## config.mk

```make
export PLATFORM = sky130hd
export DESIGN_NAME = alu_negb
export DESIGN_NICKNAME = d
export VERILOG_FILES = /design/src/rtl/alu_negb.sv
export SDC_FILE = /design/constraint.sdc
export NUM_CORES = 1
export LEC_CHECK = 0
export ABC_AREA = 1
export BUFFER_PORTS_ARGS = -buffer_cell sky130_fd_sc_hd__buf_4
export CELL_PAD_IN_SITES_DETAIL_PLACEMENT = 0
export CELL_PAD_IN_SITES_GLOBAL_PLACEMENT = 1
export CORE_MARGIN = 3
export CORE_UTILIZATION = 39
export DETAILED_ROUTE_END_ITERATION = 7
export PLACE_DENSITY_LB_ADDON = 0.25
export REMOVE_ABC_BUFFERS = 1
export SYNTH_ARGS = -nofsm -noshare
export SYNTH_HDL_FRONTEND = slang
export SYNTH_SLANG_ARGS = --single-unit
```

## constraint.sdc

```tcl
create_clock -name vclk -period 8.3
set_clock_uncertainty 0.2 [all_clocks]
set_input_delay 1.66 -clock vclk [all_inputs]
set_output_delay 1.66 -clock vclk [all_outputs]
set_load 0.01 [all_outputs]
```

## src/rtl/alu_negb.sv

```systemverilog
module alu_negb #(
  parameter int WIDTH = 32
) (
  input  logic [WIDTH-1:0] op_a,
  input  logic [WIDTH-1:0] op_b,
  input  logic [2:0]       ctl,
  output logic [WIDTH-1:0] result,
  output logic             zero,
  output logic             ovf
);
  localparam int MSB = WIDTH - 1;

  logic             negate;
  logic [1:0]       sel;
  logic [WIDTH-1:0] b_eff;
  logic [WIDTH-1:0] sum;
  logic             sum_ovf;
  logic             less;
  logic             arith;

  assign negate = ctl[2];
  assign sel    = ctl[1:0];
  assign b_eff  = negate ? ~op_b : op_b;
  assign sum    = op_a + b_eff + {{MSB{1'b0}}, negate};

  assign sum_ovf = (op_a[MSB] == b_eff[MSB]) && (sum[MSB] != op_a[MSB]);
  assign less    = sum[MSB] ^ sum_ovf;
  assign arith   = (sel == 2'b10);

  always_comb begin
    result = '0;
    unique case (ctl)
      3'b000:  result = op_a & op_b;
      3'b001:  result = op_a | op_b;
      3'b010,
      3'b110:  result = sum;
      3'b111:  result = {{MSB{1'b0}}, less};
      default: result = '0;
    endcase
  end

  assign zero = ~|result;
  assign ovf  = arith && sum_ovf;
endmodule


```

=== Yosys cells after proc, flatten, opt, wreduce, memory -nomap -nowiden ===
Index checks and enable logic that the tools add are counted.

* Output and inout bits: 34
* Register bits: 0
* Input bits: 67

* Reductions and logical operators: 6
* $add $sub $neg: 2
* Equal/unequal tests: 7
* Bitwise logic cells: 4
* Mux-type cells: 2

{| class="wikitable"
|+ Operators with widths
! operator !! count
|-
| 32-bit one-hot mux with 4 select lines || 1
|-
| 32-bit by 1-bit adder with 32-bit output || 1
|-
| 32-bit adder || 1
|-
| 32-bit AND || 1
|-
| 32-bit two-way mux || 1
|-
| 32-bit NOT || 1
|-
| 32-bit bitwise OR || 1
|-
| 32-bit OR reduction || 1
|-
| 3-bit equality test, second input constant || 2
|-
| 3-bit by 1-bit equality test with 1-bit output, second input constant || 1
|-
| 3-bit by 2-bit equality test with 1-bit output, second input constant || 1
|-
| 3-bit logical NOT || 1
|-
| 2-bit equality test, second input constant || 1
|-
| 1-bit logical AND || 2
|-
| 2-bit OR reduction || 1
|-
| 1-bit equality test || 1
|-
| 1-bit logical NOT || 1
|-
| 1-bit inequality test || 1
|-
| 1-bit XOR || 1
|}

=== Longest topological paths before layout ===
* Depth in word-level cells: 10
* Mapped depth: 22
* Mapped depth without buffers: 20

=== Least setup slack after synthesis ===
OpenSTA, ideal clock, no wires.

* Path kind: input port to output port
* Start point: input ctl[2]
* End point: output zero
* Stages: 19
* Path slack: 2.405 ns
* Arrival time: 4.035 ns
* Cells stage by stage: buf_6 clkbuf_1 xnor2_1 fa_1 inv_1 nand3_1 nand2_2 nand3_1 nand2_1 nand2_1 nand2_1 nand2_1 nand3_1 nand2_1 nor2_1 nand2_1 nor2_1 nand3_1 nor2_1

* Elaborated cells on any way between the ends: 16
* Classes of those cells: 2 x add/sub; 6 x eq/ne; 2 x mux; 1 x bitwise; 5 x reduce/logical

{| class="wikitable"
|+ RTL lines
! item !! RTL line !! text
|-
| start, declared || 6 || <nowiki>input logic [2:0] ctl,</nowiki>
|-
| 32-bit two-way mux || 23 || <nowiki>assign b_eff = negate ? ~op_b : op_b;</nowiki>
|-
| 32-bit adder || 24 || <nowiki>assign sum = op_a + b_eff + {{MSB{1'b0}}, negate};</nowiki>
|-
| 32-bit by 1-bit adder with 32-bit output || 24 ||
|-
| 32-bit one-hot mux with 4 select lines (*) || 32 || <nowiki>unique case (ctl)</nowiki>
|-
| via result[16] || 7 || <nowiki>output logic [WIDTH-1:0] result,</nowiki>
|-
| 32-bit OR reduction (*) || 42 || <nowiki>assign zero = ~|result;</nowiki>
|-
| 1-bit logical NOT (*) || 42 ||
|-
| end, declared || 8 || <nowiki>output logic zero,</nowiki>
|}

The timed path passes the listed nets; every way through them passes the cells marked *.

=== Worst setup path after layout ===
* Start point: input ctl[2]
* End point: output zero

* Word-level cells in the longest chain between the ends: 9
* Elaborated cells on any way between the ends: 16
* Classes of those cells: 2 x add/sub; 6 x eq/ne; 2 x mux; 1 x bitwise; 5 x reduce/logical

{| class="wikitable"
|+ RTL lines
! item !! RTL line !! text
|-
| 32-bit two-way mux || 23 ||
|-
| 32-bit adder || 24 ||
|-
| 32-bit by 1-bit adder with 32-bit output || 24 ||
|-
| 1-bit inequality test || 26 || <nowiki>assign sum_ovf = (op_a[MSB] == b_eff[MSB]) && (sum[MSB] != op_a[MSB]);</nowiki>
|-
| 1-bit logical AND || 26 ||
|-
| 1-bit XOR || 27 || <nowiki>assign less = sum[MSB] ^ sum_ovf;</nowiki>
|-
| 32-bit one-hot mux with 4 select lines (*) || 32 ||
|-
| 32-bit OR reduction (*) || 42 ||
|-
| 1-bit logical NOT (*) || 42 ||
|}

Mark *: on every way between the ends. The rest lies on a longest branch, timed or not.

==> run metrics <==
full die area=0.0107 mm2; critical path arrival=4.81 ns; DP Area=0.00457 mm2; Core Area=0.00898 mm2; initial core utilization=41.2%; synth top area cells=nand2_1 (27%), inv_1 (13%), ha_1 (11%), nand3_1 (7.2%), xor2_1 (7.1%); sequential area share after synthesis=0%; unrepaired setup endpoints after global routing=no; most frequent cells in the layout=nand2_1 (261), inv_1 (130), buf_4 (103), nor2_1 (67), nand3_1 (53); vias per cell=4.91; # Post-CTS Setup Buffers=0; IO Port Bufs=101; layout cells sized above 1=17.9%; post_cts resized=0; Final period util=80.4%; count of pins over their slew limit=0; Unique masters post-synth=35; storage element area=0 um2; PnR Total Power=0.397 mW; Final Wtd Congestion=0.957; Worst VDD drop=44.0 uV; Syn. warnings=0; Final Worst Setup Slack=1.63 ns; DR iter-0 viols=241; Final min period=6.67 ns; WL per Instance=14.3 um; I/O pins=101; Final nets=931; clkbuf count=0; Max Clk Rate=0.150 GHz; antenna violations before repair=0; FFs & Latches=0; Die Width=103 um; relative slew slack=59.9%; Worst setup SP type=primary input; status=complete, no violations; Synth Cell Area=0.00369 mm2; Final TNS setup=0 ns; area grow syn2layout=23.6%; Pwr Density=87.0 mW/mm2; Finished Layout Cells=955; most common cell after layout, fill and taps aside=nand2_1; final non-filler cell area=0.00457 mm2; Worst Path Max Fanout=34; leading area contributor after synthesis=nand2_1; critical path required time=6.44 ns; pre-CTS setup slack=1.68 ns; Remaining DRCs=0; Lkg Pwr=2.72 nW; vias in the first global route=4183; placed cells=955; Slew @ Worst Pin=0.602 ns; WHS Path Cells=3; max_cap viols=0; Min-Delay Path Class=in2out; syn avg cell area=5.01 um2; Setup CP Type=in2out; Fin. Hold Viols=0; grt ovf=0; Critical Path End Type=primary output; global-route wire length before repair=20.9 mm; Hold Buf Count CTS=0; Antenna Violating Nets Remaining=0; Mapped Cells=738; via count=4691; final WL=13.6 mm; final setup violation count=0; Rows=34; top-area cell type share of the netlist area=26.5%; largest net degree at the start of global routing=35; n_diodes=0; die height=103 um; Pre-antenna DRT Iters=5; Post-DP HPWL=11.6 mm; Total GRT Usage=24.8%
## where the power goes
part           internal, mW  switching [mW]
sequential                0               0
combinational         0.150           0.247
clock                     0               0
total                 0.150           0.247
## through the flow
stage	hold WS (ns)	utilization (%)
global route	3.44	50.9
global placement	3.41	50.9
detailed placement	3.41	50.9
finish	3.42	50.9
CTS	3.42	50.9
floorplan	3.20	-
## Yosys cell counts (all sizes together), types with 4 or more instances
cell,n
inv,134
clkbuf,6
a21oi,35
nand3b,4
nand4,8
buf,6
o21ai,31
nand3,57
xor2,30
nor2,81
nor3,4
maj3,15
nand2,278
ha,32
## worst paths after layout
| kind | start | endpoint | slack, ns |
|---|---|---|---|
| worst max-delay path | ctl[2] | zero | 1.63 |
| worst min-delay path | op_a[31] | ovf | 3.42 |
## final cells by class
type                            count  area, um2
Inverter                          134        503
Tap cell                          126        158
Timing Repair Buffer              103        773
Multi-Input combinational cell    592       3130
Fill cell                        1008       4410
## logic make-up (layout without fill, tap and decap cells)
group                    Yosys count  in the layout  share of synthesized area, %
buffers and inverters            146            237                          15.2
adder cells (fa/ha/maj)           48             48                          15.4
AO/OA/AOI/OAI                     76             76                          11.0
XOR/XNOR                          32             32                          7.59
AND/OR/NAND/NOR                  436            436                          50.7
## per-layer routing
metal  share of wire (%)  vias up  GRT usage [%]
met1                  48     2085           36.8
li1                    -     2477              -
met5                   0        -              0
met4                0.52        0           1.20
met3                 5.3        6          0.671
met2                  46      123           42.1
## critical path, stage by stage
cell and delay (ns):
buf_4 0.48, nand2_2 0.10, nand2_2 0.13, inv_1 0.06, fa_1 0.36, inv_1 0.19, nand3_1 0.12, nand2_2 0.16
nand3_1 0.09, nand2_1 0.20, nand2_1 0.11, nand2_1 0.07, nand2_1 0.04, nand3_1 0.06, nand2_1 0.07, nor2_1 0.15
nand2_1 0.09, nor2_1 0.18, nand3_1 0.18, nor2_1 0.14, buf_4 0.13
No activity file was read; power rests on OpenSTA's default activity.
